File: src/rtl/rtc_pkg.sv
package rtc_pkg;
  localparam int OFF_HI = 0;
  localparam int OFF_LO = 1;
  localparam int OFF_EN = 2;

  typedef struct packed {
    logic ld_hi;
    logic ld_lo;
  } rtc_load_t;
endpackage

File: src/rtl/rtc_wr_gate.sv
module rtc_wr_gate
  import rtc_pkg::*;
#(
  parameter int ADDR_W = 2,
  parameter int DATA_W = 16
) (
  input  logic              clk,
  input  logic              rst,
  input  logic              wr_en,
  input  logic [ADDR_W-1:0] addr,
  input  logic [DATA_W-1:0] wdata,
  output rtc_load_t         load,
  output logic              unlock_q
);
  logic sel_hi, sel_lo, sel_en;

  always_comb begin
    sel_hi     = (addr == ADDR_W'(OFF_HI));
    sel_lo     = (addr == ADDR_W'(OFF_LO));
    sel_en     = (addr == ADDR_W'(OFF_EN));
    load.ld_hi = wr_en && sel_hi && unlock_q;
    load.ld_lo = wr_en && sel_lo && unlock_q;
  end

  always_ff @(posedge clk) begin
    if (rst) begin
      unlock_q <= 1'b0;
    end else if (wr_en && sel_en) begin
      unlock_q <= wdata[0];
    end else if (load.ld_hi) begin
      unlock_q <= 1'b0;
    end
  end
endmodule

File: src/rtl/rtc_count.sv
module rtc_count #(
  parameter int               CNT_W     = 32,
  parameter logic [CNT_W-1:0] RESET_VAL = 32'h5BFC_8900
) (
  input  logic               clk,
  input  logic               rst,
  input  logic               tick,
  input  logic               ld_hi,
  input  logic               ld_lo,
  input  logic [CNT_W/2-1:0] wdata,
  output logic [CNT_W-1:0]   cnt_q
);
  localparam int HALF_W = CNT_W / 2;

  always_ff @(posedge clk) begin
    if (rst) begin
      cnt_q <= RESET_VAL;
    end else if (ld_hi) begin
      cnt_q <= {wdata, cnt_q[HALF_W-1:0]};
    end else if (ld_lo) begin
      cnt_q <= {cnt_q[CNT_W-1:HALF_W], wdata};
    end else if (tick) begin
      cnt_q <= cnt_q + CNT_W'(1);
    end
  end
endmodule

File: src/rtl/rtc_rd_port.sv
module rtc_rd_port
  import rtc_pkg::*;
#(
  parameter int ADDR_W = 2,
  parameter int CNT_W  = 32
) (
  input  logic               clk,
  input  logic               rst,
  input  logic               rd_en,
  input  logic [ADDR_W-1:0]  addr,
  input  logic [CNT_W-1:0]   cnt,
  input  logic               unlock,
  output logic [CNT_W/2-1:0] rdata_q
);
  localparam int HALF_W = CNT_W / 2;
  logic [HALF_W-1:0] mux_d;

  always_comb begin
    if (addr == ADDR_W'(OFF_HI))      mux_d = cnt[CNT_W-1:HALF_W];
    else if (addr == ADDR_W'(OFF_LO)) mux_d = cnt[HALF_W-1:0];
    else if (addr == ADDR_W'(OFF_EN)) mux_d = {{(HALF_W-1){1'b0}}, unlock};
    else                              mux_d = '0;
  end

  always_ff @(posedge clk) begin
    if (rst)        rdata_q <= '0;
    else if (rd_en) rdata_q <= mux_d;
  end
endmodule

File: src/rtl/rtc_seconds_counter.sv
module rtc_seconds_counter
  import rtc_pkg::*;
#(
  parameter int               ADDR_W    = 2,
  parameter int               CNT_W     = 32,
  parameter logic [CNT_W-1:0] RESET_VAL = 32'h5BFC_8900
) (
  input  logic               clk,
  input  logic               rst,
  input  logic               tick_i,
  input  logic               wr_en_i,
  input  logic               rd_en_i,
  input  logic [ADDR_W-1:0]  addr_i,
  input  logic [CNT_W/2-1:0] wdata_i,
  output logic [CNT_W/2-1:0] rdata_o
);
  localparam int HALF_W = CNT_W / 2;

  rtc_load_t        load;
  logic             unlock_q;
  logic [CNT_W-1:0] cnt_q;

  rtc_wr_gate #(.ADDR_W(ADDR_W), .DATA_W(HALF_W)) u_gate (
    .clk(clk), .rst(rst), .wr_en(wr_en_i), .addr(addr_i),
    .wdata(wdata_i), .load(load), .unlock_q(unlock_q)
  );

  rtc_count #(.CNT_W(CNT_W), .RESET_VAL(RESET_VAL)) u_count (
    .clk(clk), .rst(rst), .tick(tick_i), .ld_hi(load.ld_hi),
    .ld_lo(load.ld_lo), .wdata(wdata_i), .cnt_q(cnt_q)
  );

  rtc_rd_port #(.ADDR_W(ADDR_W), .CNT_W(CNT_W)) u_rd (
    .clk(clk), .rst(rst), .rd_en(rd_en_i), .addr(addr_i),
    .cnt(cnt_q), .unlock(unlock_q), .rdata_q(rdata_o)
  );
endmodule

File: config.mk
export PLATFORM = sky130hd
export DESIGN_NAME = rtc_seconds_counter
export DESIGN_NICKNAME = d
export VERILOG_FILES = /design/src/rtl/rtc_pkg.sv /design/src/rtl/rtc_wr_gate.sv /design/src/rtl/rtc_count.sv /design/src/rtl/rtc_rd_port.sv /design/src/rtl/rtc_seconds_counter.sv
export SDC_FILE = /design/constraint.sdc
export NUM_CORES = 1
export LEC_CHECK = 0
export BUFFER_PORTS_ARGS = -buffer_cell sky130_fd_sc_hd__buf_2
export CORE_ASPECT_RATIO = 1.75
export CORE_MARGIN = 2
export CORE_UTILIZATION = 45
export DETAILED_ROUTE_END_ITERATION = 8
export GPL_ROUTABILITY_DRIVEN = 0
export PLACE_DENSITY = 0.74
export RECOVER_POWER = 100
export SLEW_MARGIN = 40
export SYNTH_ARGS = -nofsm -noshare
export SYNTH_HDL_FRONTEND = slang
export SYNTH_SLANG_ARGS = --single-unit
File: constraint.sdc
create_clock -name clk -period 3.8 [get_ports clk]
set_clock_uncertainty 0.15 [all_clocks]
set_input_delay 0.19 -clock clk [delete_from_list [all_inputs] [get_ports clk]]
set_output_delay 0.19 -clock clk [all_outputs]
set_load 0.005 [all_outputs]
* Word-level counts from Yosys, hierarchy flattened
Index checks and enable logic that the tools add are counted.
** Storage, ports and cells
- Word-level logic and storage cells :: 28
- Memories :: 0
- Input bits :: 23
- Latch bits :: 0
- RAM bits :: 0
- Register bits :: 49
- ROM bits :: 0
** Operators by class
- Add/sub/neg operators :: 1
- Multiplexer cells :: 8
- Magnitude comparators :: 0
- Shift-type cells :: 0
- Bitwise operators :: 1
- Multiply operators :: 0
- Div/mod/pow operators :: 0
- Equal/unequal tests :: 3
- Reductions and logical operators :: 11
** Operator list (number)
- 32-bit two-way mux :: 3
- 32-bit by 1-bit adder with 32-bit output, second input constant :: 1
- 16-bit two-way mux :: 2
- 2-bit nonzero test :: 3
- 1-bit logical AND :: 5
- 2-bit AND reduction :: 2
- 1-bit two-way mux :: 3
- 2-bit by 1-bit == test with 1-bit output, second input constant :: 1
- 2-bit == test, second input constant :: 1
- 2-bit logical NOT :: 1
- 2-bit by 1-bit inequality test with 1-bit output, second input constant :: 1
- 1-bit NOT :: 1

* Logic depth before layout (Yosys ltp)
- Depth after elaboration :: 5
- Gate-level depth with buffers :: 6
- Mapped depth without buffers :: 6

* Hierarchy
From an unflattened synthesis, not the netlist that was laid out.
** Unflattened totals
- Cell total of the unflattened synthesis :: 363
- Area total of the unflattened synthesis :: 2982.9 µm²
** Modules (own cells, without submodules)
- rtc_count :: times used 1, area each 2243.4 µm², cells an instance 282, seq. area each 640.6 µm²
- rtc_rd_port :: times used 1, area each 680.7 µm², cells an instance 73, seq. area each 320.3 µm²
- rtc_wr_gate :: times used 1, area each 58.8 µm², cells an instance 8, seq. area each 20.0 µm²

* Worst setup path after synthesis
No wires, ideal clock.
- Kind :: reg2reg
- Start point :: register u_count.cnt_q[2]
- End point :: register u_count.cnt_q[26]
- Arrival :: 1.809 ns
- Cell stages (with the launch flop) :: 5
- Path slack :: 1.722 ns
- Path buffers :: 0
- Cells stage by stage :: dfxtp_1 -> nand3_1 -> or4_4 -> or4_4 -> o221a_2
** On the way
- Cells in the longest elaborated chain, start to end :: 4
** Ends and longest elaborated chain
- start, declared :: line rtc_count.sv:11 : output logic [CNT_W-1:0] cnt_q
- start signal, assigned :: line rtc_count.sv:19 : cnt_q <= {wdata, cnt_q[HALF_W-1:0]};
- start signal, assigned :: line rtc_count.sv:21 : cnt_q <= {cnt_q[CNT_W-1:HALF_W], wdata};
- start signal, assigned :: line rtc_count.sv:23 : cnt_q <= cnt_q + CNT_W'(1);
- 32-bit by 1-bit adder with 32-bit output :: line rtc_count.sv:23
- 32-bit two-way mux :: line rtc_count.sv:22 : end else if (tick) begin
- 32-bit two-way mux :: line rtc_count.sv:20 : end else if (ld_lo) begin
- 32-bit two-way mux :: line rtc_count.sv:18 : end else if (ld_hi) begin
No other way between the ends. The select of a mux whose other input is x is not followed.
A chain may end at the register's enable or synchronous reset.

* Final worst setup path
- Start point :: register u_count.cnt_q[2]
- End point :: register u_count.cnt_q[28]
The elaborated chain is that of the path after synthesis.

==> metrics.cfg <==
[run_status]
status = finished, final reports clean

[drt]
drt-total-wl_um = 7805
drt-initial-drc-count = 163
drc_errors = 0
ant_nets = 0
vias = 2767
viasPerCell = 6.041
wl_per_cell_um = 17.04
drt_pass1_iterations = 5

[finish]
nets = 403
diodes = 0
fin_util_pct = 53.15
multi_input_area_sq_um = 1619
fin_area_sq_um = 3100
fin_cells = 458
drive_gt1_share_pct = 16.05
nFillCells = 630
regArea_sq_um = 980.9
areaGrowthSynthToFinish_pct = 14.88

[sta]
max_clock_freq_mhz = 414.4
tns_ns = 0
fin_crit_sh_pct = 63.50
hold_viol_final = 0
setup_violations = 0
worstMarginPinSlew_ns = 1.112
hold_ws_ns = 0.008522
fin_crit_ns = 2.413
rsz0062_at_grt = no
max_slew_margin_pct = 25.19
slew_viol_final = 0

[yosys]
syn-num-nets = 365
synth_area_leaders = dfxtp_1 36%, nor2_1 7.0%, mux2_2 6.3%
synth_area_leader_cell = dfxtp_1
synth_commonest_cells = 50 x nor2_1, 49 x dfxtp_1, 30 x a21oi_1
syn_inst = 341
async_reset_ff_share_pct = 0
synth_top_area_share_pct = 36.35
synth.avg_cell_area_sq_um = 7.914
yosysMostFrequentCell = nor2_1
yosysSeqAreaShare_pct = 36.35
synth_edf_count = 0
syn_area_sq_um = 2699
yosys_warnings = 0
synthDistinctLibCells = 43
synth_flop_cell = dfxtp_1
ys_seq_elements = 49

[floorplanning]
fp.dieW_um = 62.54
ios = 39
start_util_pct = 46.27
die_height_um = 106.4
core_area_sq_um = 5833
fp-row-count = 37
die-area_sq_um = 6657

[cts]
cts_tree = yes
cts-resized-gates = 0
cts_setup_buffers = 0
cts.sinks = 49
cts_made_buffers = 5
h-tree-depth = 2
cts.clk_slew.worst_paths_ns = 0.10
insertion_delay_ns = 0.32
cts_buffer_depth = 2
root_buffer = clkbuf_8

[pwr]
sw_frac_of_total_pct = 25.82
clock_power_share_pct = 35.2
sequentialPowerShare_pct = 54.2
p_int_uw = 737.9
p_comb_share_pct = 10.6
p_leak_uw = 0.001182
power_density_nw_per_um2 = 320.8
power.switching_uw = 256.8
peakVddDrop_mv = 0.2940

[setup_path]
crit_chain = nand3_1, nor4_1, nand4_1, mux2i_1, nand3_1
arrival_ns = 2.48
startpoint_type = flop
cp_slowest_cell = nor4_1
critPathMaxFanout = 7
crit_top_cell = nand3_1
required_ns = 3.86
critPathKind = flop to flop
rr_worst_depth = 5
max_stage_delay_ns = 0.96
end_kind = flop

[run]
cap_violations = 0

[place]
place_inst = 442
port_buffers = 38
hpwlAfterDp_um = 5717
placed_area_sq_um = 2945

[global_routing]
grt_pass1_wl_um = 12770
antenna_found_initial = 0
grt-ovfl-total = 0
grtUsageTotal_pct = 24.24
grt_max_degree = 45
grt_pass1_vias = 2649

[worst_hold_path]
whs_path_depth = 3
hold_path.class = primary input to flop

## repair_timing
item	in CTS	in global routing
hold endpoints to repair	9	0
setup endpoints to repair	0	0
hold buffers	8	0
## power groups by stage
stage	sequential (uW)	clock, uW	combinational (uW)
after floorplan	548	0	60.0
after detailed placement	551	0	98.1
after global routing	541	372	116
after global placement	550	0	97.1
after CTS	539	355	105
final	539	350	105
## metal layers
layer,share of wire [%],GRT usage (%)
met1,39,27.38
met2,49,41.47
met3,6.7,4.233
met4,4.5,15.71
met5,0,0
## registers in the layout, indices dropped and copies added (netlist names)
| signal | count |
|---|---|
| u_count.cnt_q | 32 |
| u_gate.unlock_q | 1 |
| u_rd.rdata_q | 16 |
## path summary, 6_finish.rpt
path,end,start,slack (ns)
setup / recovery,u_count.cnt_q[28],u_count.cnt_q[2],1.39
hold / removal,u_count.cnt_q[1],wdata_i[1],0.009
setup reg to reg,u_count.cnt_q[28],u_count.cnt_q[2],1.39
hold reg to reg,u_count.cnt_q[30],u_count.cnt_q[30],0.35
## per-stage QoR
stage | setup WS [ns] | total power [uW]
after floorplan | 1.722 | 608.1
after global placement | 1.564 | 647.4
after detailed placement | 1.531 | 649.1
after CTS | 1.490 | 999.2
after global routing | 1.187 | 1029
final | 1.387 | 994.7
## cell usage in the layout, fill, tap and decap left out, types with 11 or more instances in the layout
cell type   n
dfxtp_1    49
nor2_1     50
a211oi_1   12
nand2_1    25
o21ai_0    11
nand3_1    22
buf_2      33
a21oi_1    30
mux2_2     15
nor2b_1    16
## cells by family after synthesis
| family | share of synthesized area, % |
|---|---|
| XOR/XNOR | 4.543 |
| AND/OR/NAND/NOR | 30.23 |
| AO/OA/AOI/OAI | 17.11 |
| adder cells (fa/ha/maj) | 0.4635 |
| flip-flops | 36.35 |
| buffers and inverters | 3.199 |
| multiplexers | 8.113 |
## worst max-delay path: cells and delay by family (launching register included)
| kind | cells | cell delay [ns] |
|---|---|---|
| AND/OR/NAND/NOR | 4 | 1.49 |
| multiplexers | 1 | 0.22 |
| flip-flops | 1 | 0.45 |
## area by class of cell
class / instances / share of cell area [%]
repair buffers: 47 / 8.878
inverters: 7 / 0.8475
multi-input cells: 269 / 52.22
flip-flops and latches: 49 / 31.64
clock buffers: 7 / 3.107
well taps: 78 / 3.148
clock inverters: 1 / 0.1614
(Power assumes the default switching activity.)
